File: src/rtl/spi_id_pkg.sv
package spi_id_pkg;
    localparam int ID_W   = 4;
    localparam int LOC_W  = 12;
    localparam int ADDR_W = ID_W + LOC_W;
    localparam int DATA_W = 8;
    localparam int CNT_W  = $clog2(ADDR_W);

    typedef enum logic [2:0] {
        ST_IDLE,
        ST_ADDR,
        ST_FLAG,
        ST_DATA,
        ST_HOLD
    } frame_state_t;

    typedef struct packed {
        logic              en;
        logic [LOC_W-1:0]  addr;
        logic [DATA_W-1:0] data;
    } reg_wr_t;

    function automatic logic id_hit(input logic [ID_W-1:0] got, input logic [ID_W-1:0] mine);
        return got == mine;
    endfunction
endpackage

File: src/rtl/spi_sync_edge.sv
module spi_sync_edge (
    input  logic clk,
    input  logic rst,
    input  logic sel_n_in,
    input  logic sck_in,
    input  logic mosi_in,
    output logic sel_act,
    output logic sck_rise,
    output logic sck_fall,
    output logic mosi_bit
);
    logic [1:0] sel_q, sck_q, mosi_q;
    logic       sck_prev;

    always_ff @(posedge clk) begin
        if (rst) begin
            sel_q    <= 2'b11;
            sck_q    <= 2'b00;
            mosi_q   <= 2'b00;
            sck_prev <= 1'b0;
        end else begin
            sel_q    <= {sel_q[0], sel_n_in};
            sck_q    <= {sck_q[0], sck_in};
            mosi_q   <= {mosi_q[0], mosi_in};
            sck_prev <= sck_q[1];
        end
    end

    assign sel_act  = ~sel_q[1];
    assign sck_rise = sck_q[1] & ~sck_prev;
    assign sck_fall = ~sck_q[1] & sck_prev;
    assign mosi_bit = mosi_q[1];
endmodule

File: src/rtl/spi_frame_ctrl.sv
module spi_frame_ctrl
    import spi_id_pkg::*;
(
    input  logic              clk,
    input  logic              rst,
    input  logic [ID_W-1:0]   board_id,
    input  logic              sel_act,
    input  logic              sck_rise,
    input  logic              mosi_bit,
    output reg_wr_t           wr,
    output logic              rd_en,
    output logic [LOC_W-1:0]  loc_addr,
    output logic              tx_active,
    output logic              tx_shift_ok
);
    localparam logic [CNT_W-1:0] ID_LAST   = CNT_W'(ID_W - 1);
    localparam logic [CNT_W-1:0] ADDR_LAST = CNT_W'(ADDR_W - 1);
    localparam logic [CNT_W-1:0] DATA_LAST = CNT_W'(DATA_W - 1);

    frame_state_t          state;
    logic [CNT_W-1:0]      cnt;
    logic [LOC_W-1:0]      addr_sh;
    logic [DATA_W-2:0]     data_sh;
    logic                  matched;
    logic                  is_read;

    always_ff @(posedge clk) begin
        if (rst) begin
            state   <= ST_IDLE;
            cnt     <= '0;
            addr_sh <= '0;
            data_sh <= '0;
            matched <= 1'b0;
            is_read <= 1'b0;
            rd_en   <= 1'b0;
            wr      <= '0;
        end else begin
            rd_en  <= 1'b0;
            wr.en  <= 1'b0;
            if (!sel_act) begin
                state <= ST_IDLE;
            end else begin
                unique case (state)
                    ST_IDLE: begin
                        state   <= ST_ADDR;
                        cnt     <= '0;
                        matched <= 1'b0;
                        is_read <= 1'b0;
                    end
                    ST_ADDR: if (sck_rise) begin
                        addr_sh <= {addr_sh[LOC_W-2:0], mosi_bit};
                        cnt     <= cnt + 1'b1;
                        if (cnt == ID_LAST) begin
                            if (id_hit({addr_sh[ID_W-2:0], mosi_bit}, board_id))
                                matched <= 1'b1;
                            else
                                state <= ST_HOLD;
                        end
                        if (cnt == ADDR_LAST) state <= ST_FLAG;
                    end
                    ST_FLAG: if (sck_rise) begin
                        is_read <= mosi_bit;
                        rd_en   <= mosi_bit;
                        cnt     <= '0;
                        state   <= ST_DATA;
                    end
                    ST_DATA: if (sck_rise) begin
                        data_sh <= {data_sh[DATA_W-3:0], mosi_bit};
                        cnt     <= cnt + 1'b1;
                        if (cnt == DATA_LAST) begin
                            state <= ST_HOLD;
                            if (!is_read) begin
                                wr.en   <= 1'b1;
                                wr.addr <= addr_sh;
                                wr.data <= {data_sh, mosi_bit};
                            end
                        end
                    end
                    default: ;
                endcase
            end
        end
    end

    assign loc_addr    = addr_sh;
    assign tx_active   = (state == ST_DATA) && is_read && matched;
    assign tx_shift_ok = tx_active && (cnt != '0);

    assert_abort_idle_R6: assert property (@(posedge clk) disable iff (rst)
        !sel_act |=> (state == ST_IDLE));
    assert_wr_needs_match_R3: assert property (@(posedge clk) disable iff (rst)
        wr.en |-> matched);
    assert_rd_needs_match_R3: assert property (@(posedge clk) disable iff (rst)
        rd_en |-> matched);
    assert_wr_single_R4: assert property (@(posedge clk) disable iff (rst)
        wr.en |=> !wr.en);
    assert_rd_single_R5: assert property (@(posedge clk) disable iff (rst)
        rd_en |=> !rd_en);
endmodule

File: src/rtl/spi_tx_shifter.sv
module spi_tx_shifter
    import spi_id_pkg::*;
(
    input  logic              clk,
    input  logic              rst,
    input  logic              load,
    input  logic [DATA_W-1:0] load_data,
    input  logic              sck_fall,
    input  logic              shift_ok,
    output logic              tx_bit
);
    logic [DATA_W-1:0] sh;

    always_ff @(posedge clk) begin
        if (rst)                       sh <= '0;
        else if (load)                 sh <= load_data;
        else if (sck_fall && shift_ok) sh <= {sh[DATA_W-2:0], 1'b0};
    end

    assign tx_bit = sh[DATA_W-1];

    assert_shift_on_fall_R5: assert property (@(posedge clk) disable iff (rst)
        (!sck_fall && !load) |=> $stable(sh));
endmodule

File: src/rtl/spi_id_regslave.sv
module spi_id_regslave
    import spi_id_pkg::*;
(
    input  logic              clk,
    input  logic              rst,
    input  logic [ID_W-1:0]   board_id,
    input  logic              spi_sel_n,
    input  logic              spi_sck,
    input  logic              spi_mosi,
    output logic              spi_miso,
    output logic              spi_miso_oe,
    output logic              reg_wr_en,
    output logic [LOC_W-1:0]  reg_wr_addr,
    output logic [DATA_W-1:0] reg_wr_data,
    output logic              reg_rd_en,
    output logic [LOC_W-1:0]  reg_rd_addr,
    input  logic [DATA_W-1:0] reg_rd_data
);
    logic    sel_act, sck_rise, sck_fall, mosi_bit;
    logic    tx_active, tx_shift_ok, tx_bit, rd_q;
    reg_wr_t wr;

    spi_sync_edge u_sync (
        .clk(clk), .rst(rst),
        .sel_n_in(spi_sel_n), .sck_in(spi_sck), .mosi_in(spi_mosi),
        .sel_act(sel_act), .sck_rise(sck_rise), .sck_fall(sck_fall), .mosi_bit(mosi_bit)
    );

    spi_frame_ctrl u_ctrl (
        .clk(clk), .rst(rst), .board_id(board_id),
        .sel_act(sel_act), .sck_rise(sck_rise), .mosi_bit(mosi_bit),
        .wr(wr), .rd_en(reg_rd_en), .loc_addr(reg_rd_addr),
        .tx_active(tx_active), .tx_shift_ok(tx_shift_ok)
    );

    always_ff @(posedge clk) begin
        if (rst) rd_q <= 1'b0;
        else     rd_q <= reg_rd_en;
    end

    spi_tx_shifter u_tx (
        .clk(clk), .rst(rst), .load(rd_q), .load_data(reg_rd_data),
        .sck_fall(sck_fall), .shift_ok(tx_shift_ok), .tx_bit(tx_bit)
    );

    assign spi_miso_oe = tx_active;
    assign spi_miso    = tx_active & tx_bit;
    assign reg_wr_en   = wr.en;
    assign reg_wr_addr = wr.addr;
    assign reg_wr_data = wr.data;

    assert_oe_low_idle_R3: assert property (@(posedge clk) disable iff (rst)
        !sel_act |=> !spi_miso_oe);
    assert_no_wr_during_tx_R4: assert property (@(posedge clk) disable iff (rst)
        reg_wr_en |-> !spi_miso_oe);
endmodule

File: config.mk
export PLATFORM = sky130hd
export DESIGN_NAME = spi_id_regslave
export DESIGN_NICKNAME = d
export VERILOG_FILES = /design/src/rtl/spi_id_pkg.sv /design/src/rtl/spi_sync_edge.sv /design/src/rtl/spi_frame_ctrl.sv /design/src/rtl/spi_tx_shifter.sv /design/src/rtl/spi_id_regslave.sv
export SDC_FILE = /design/constraint.sdc
export NUM_CORES = 1
export LEC_CHECK = 0
export ABC_AREA = 1
export BUFFER_PORTS_ARGS = -buffer_cell sky130_fd_sc_hd__buf_2
export CORE_MARGIN = 8
export CORE_UTILIZATION = 57
export CTS_BUF_LIST = sky130_fd_sc_hd__clkbuf_4
export CTS_CLUSTER_DIAMETER = 60
export CTS_CLUSTER_SIZE = 8
export DETAILED_ROUTE_END_ITERATION = 8
export GPL_TIMING_DRIVEN = 0
export PLACE_DENSITY = 0.81
export SETUP_SLACK_MARGIN = 0.3
export SYNTH_ARGS = -nofsm -noshare
export SYNTH_HDL_FRONTEND = slang
export SYNTH_SLANG_ARGS = --single-unit
File: constraint.sdc
create_clock -name clk -period 1.65 [get_ports clk]
set_input_delay 0.0825 -clock clk [delete_from_list [all_inputs] [get_ports clk]]
set_output_delay 0.0825 -clock clk [all_outputs]
set_load 0.01 [all_outputs]
==> impl_metrics.tcl <==
set metrics [dict create \
    pre_cts_ws_ns 0.114 \
    drive_above_1_share_pct 39.7 \
    synthAdderAreaFrac_pct 0.916 \
    grt_max_degree 12 \
    fin_crit_sh_pct 89.4 \
    synth_mux_area_share_pct 0 \
    cp-end-kind "primary output" \
    synth_top_family_by_area "simple AND/OR/NAND/NOR gates" \
    path_class "register to primary output" \
    avgViaCountPerCell 5.35 \
    maxSlewViolCount 0 \
    globalplace.congestion 0.876 \
    routed_wirelength_mm 7.78 \
    cp_top_family "simple AND/OR/NAND/NOR gates" \
    setup_viol 0 \
    area_growth_pct 39.3 \
    worst_pin_slew_ns 0.751 \
    yosys.area_share.simple_pct 29.4 \
    clockRootBuffer "clkbuf_4" \
    n_antenna_cell 0 \
    clk_pin_slew_ns 0.11 \
    cellPowerDensity_nw_per_um2 773 \
    slowest_stage "dfxtp_2" \
    synth-xor-area-share_pct 0 \
    dieArea_um2 7260 \
    overflow 0 \
    port_buffers 52 \
    ys_warn_count 0 \
    dp_cells 478 \
    ant_nets 0 \
    met2_length_mm 3.88 \
    finalNonFillerCells 518 \
    holdCritPathClass "primary input to register" \
    track_usage_pct 19.5 \
    synth_compound_area_share_pct 13.2 \
    avgSynthCellArea_um2 7.34 \
    post_drt_wl_per_cell_um 15.0 \
    insertion_delay_ns 0.41 \
    yosysTopAreaCellShare_pct 48.4 \
    max-vdd-ir-drop_mv 0.602 \
    worst_slack_ns 0.175 \
    coreArea_um2 4660 \
    drt_pass1_iterations 5 \
    skew_ns 0.0136 \
    cp.required_ns 1.57 \
    dieHeight_um 85.2 \
    cp.arrival_ns 1.39 \
    yosysMostFrequentCell "nor2_1" \
    drt_iter0_drc 125 \
    synth_ff_type "dfxtp_1" \
    htreeDepth 3 \
    synthDistinctLibCells 29 \
    syn_inst 372 \
    critPathMaxStageDelay_ns 0.38 \
    initial_utilization_pct 58.6 \
    routed.top_layer "met4" \
    ys_ff_latch 66 \
    antenna_found_initial 0 \
    clockBufferDepth 2 \
    io_pins 53 \
    min_period_ns 1.48 \
    syn_area_um2 2730 \
    setup_tns_ns 0 \
    rsz0062_at_grt "yes" \
    synthesis.nets 391 \
    cp_num_buf_inv 1 \
    worstPathMaxFanout 4 \
    dp_hpwl_mm 4.52 \
    synth_area_leader_cell "dfxtp_1" \
    cp_cell_sequence "nand2_2, nor2_4, nand3_2, nor2_1, buf_2" \
    synth-edff-count 0 \
    status "complete, no violations" \
    fin_nets 478 \
    die_x_um 85.2 \
    clock-sinks 66 \
    grt_pass1_vias 2659 \
    wl_met1_mm 3.14 \
    num_vias 2773 \
    fmax_mhz 678 \
    drv_cap 0 \
    ys_top_cells_by_count "84 x nor2_1, 66 x dfxtp_1, 66 x nand2_1" \
    ys_seq_area_share_pct 48.4 \
    hold_viol_final 0 \
    synth_area_leaders "dfxtp_1 48%, nor2_1 12%, nand2_1 9.1%, o21ai_0 7.1%, a21oi_1 4.6%" \
    num_rows 25 \
    drc_errors 0 \
    cts_buffers 9 \
    cts_tree "yes" \
    async_reset_ff_share_pct 0 \
    grt_pass1_wl_mm 11.5 \
    p_leak_nw 1.77 \
    dr_wl_met3_um 443 \
    max-slew-margin-rel_pct 49.9 \
    start_kind "register" \
]
-- what timing repair did --
action                     in CTS  in global routing
hold buffers                    6                  0
buffers inserted                8                  7
setup endpoints to repair      48                 52
pin swaps                      12                 27
gates cloned                    2                  1
resized for setup              40                 94
hold endpoints to repair        6                  0
-- path summary, 6_finish.rpt --
check / start / endpoint / slack [ns] / depth (start not counted)
worst max-delay path: u_ctrl.state[0] / spi_miso / 0.17 / 5
worst min-delay path: reg_rd_data[4] / u_tx.sh[4] / 0.04 / 5
worst max register to register: u_ctrl.state[0] / u_tx.sh[6] / 0.20 / 8
worst min register to register: u_sync.sck_q[0] / u_sync.sck_q[1] / 0.40 / 2
-- per-stage QoR --
stage | util [%] | total power, W | instance area (um^2) | hold slack [ns]
after global routing | 81.7 | 0.00305 | 3810 | 0.0186
after floorplan | - | 0.00171 | 2730 | 0.186
after detailed placement | 65.6 | 0.00175 | 3060 | 0.268
after global placement | 65.6 | 0.00175 | 3060 | 0.264
after CTS | 74.3 | 0.00293 | 3460 | 0.0000346
final | 81.7 | 0.00294 | 3810 | 0.0356
-- cells by family after synthesis --
kind of cell,Yosys count
AND/OR/NAND/NOR,186
AO/OA/AOI/OAI,70
flip-flops,66
buffers and inverters,48
adder cells (fa/ha/maj),2
-- where the power goes --
group	internal [W]	total (W)	switching, W
Sequential	0.00160	0.00161	0.00000801
Clock	0.000622	0.00119	0.000564
Combinational	0.0000611	0.000151	0.0000895
Total	0.00228	0.00294	0.000661
-- worst reg2reg max path, cell delays in order (launching register included) --
cell and delay, ns:
dfxtp_2 0.38, nand2_2 0.08, nor2_4 0.17, nand3_2 0.13, inv_2 0.13, nand3_4 0.15, nand2_8 0.16, nand2_2 0.07
a21oi_2 0.13
-- sequential cells by signal (all words and copies together), names as in the netlist, 2 cells and up --
register	count
u_sync.mosi_q	2
u_tx.sh	8
u_ctrl.cnt	4
u_sync.sck_q	2
u_ctrl.wr	21
u_ctrl.loc_addr	12
u_ctrl.state	3
u_ctrl.data_sh	7
u_sync.sel_q	2
-- layout make-up --
class / count / area (um^2)
multi-input cells: 258 / 1500
flip-flops and latches: 66 / 1340
fillers: 298 / 855
repair buffers: 76 / 500
inverters: 36 / 144
plain buffers: 12 / 103
clock inverters: 6 / 81.3
clock buffers: 10 / 75.1
well taps: 54 / 67.6
-- layout by cell type (no fill, tap or decap), drive strengths merged --
cell type / netlist / final
ha: 2 / 2
inv: 35 / 33
dlygate4sd3: 0 / 6
clkinv: 1 / 4
dfxtp: 66 / 66
nand3: 19 / 19
clkinvlp: 0 / 3
clkbuf: 6 / 15
bufinv: 0 / 2
nand2: 70 / 70
o21ai: 43 / 43
o21bai: 1 / 1
nand4: 3 / 3
a21oi: 26 / 26
nor2: 87 / 87
or2: 3 / 3
nor3: 4 / 4
buf: 6 / 77
-- layer usage --
metal | track usage [%] | up-vias
li1 | - | 1365
met4 | 12.3 | 0
met3 | 5.79 | 28
met2 | 33.8 | 89
met5 | 0 | -
met1 | 20.1 | 1291
Note: power is estimated with default switching activity, not from simulation.
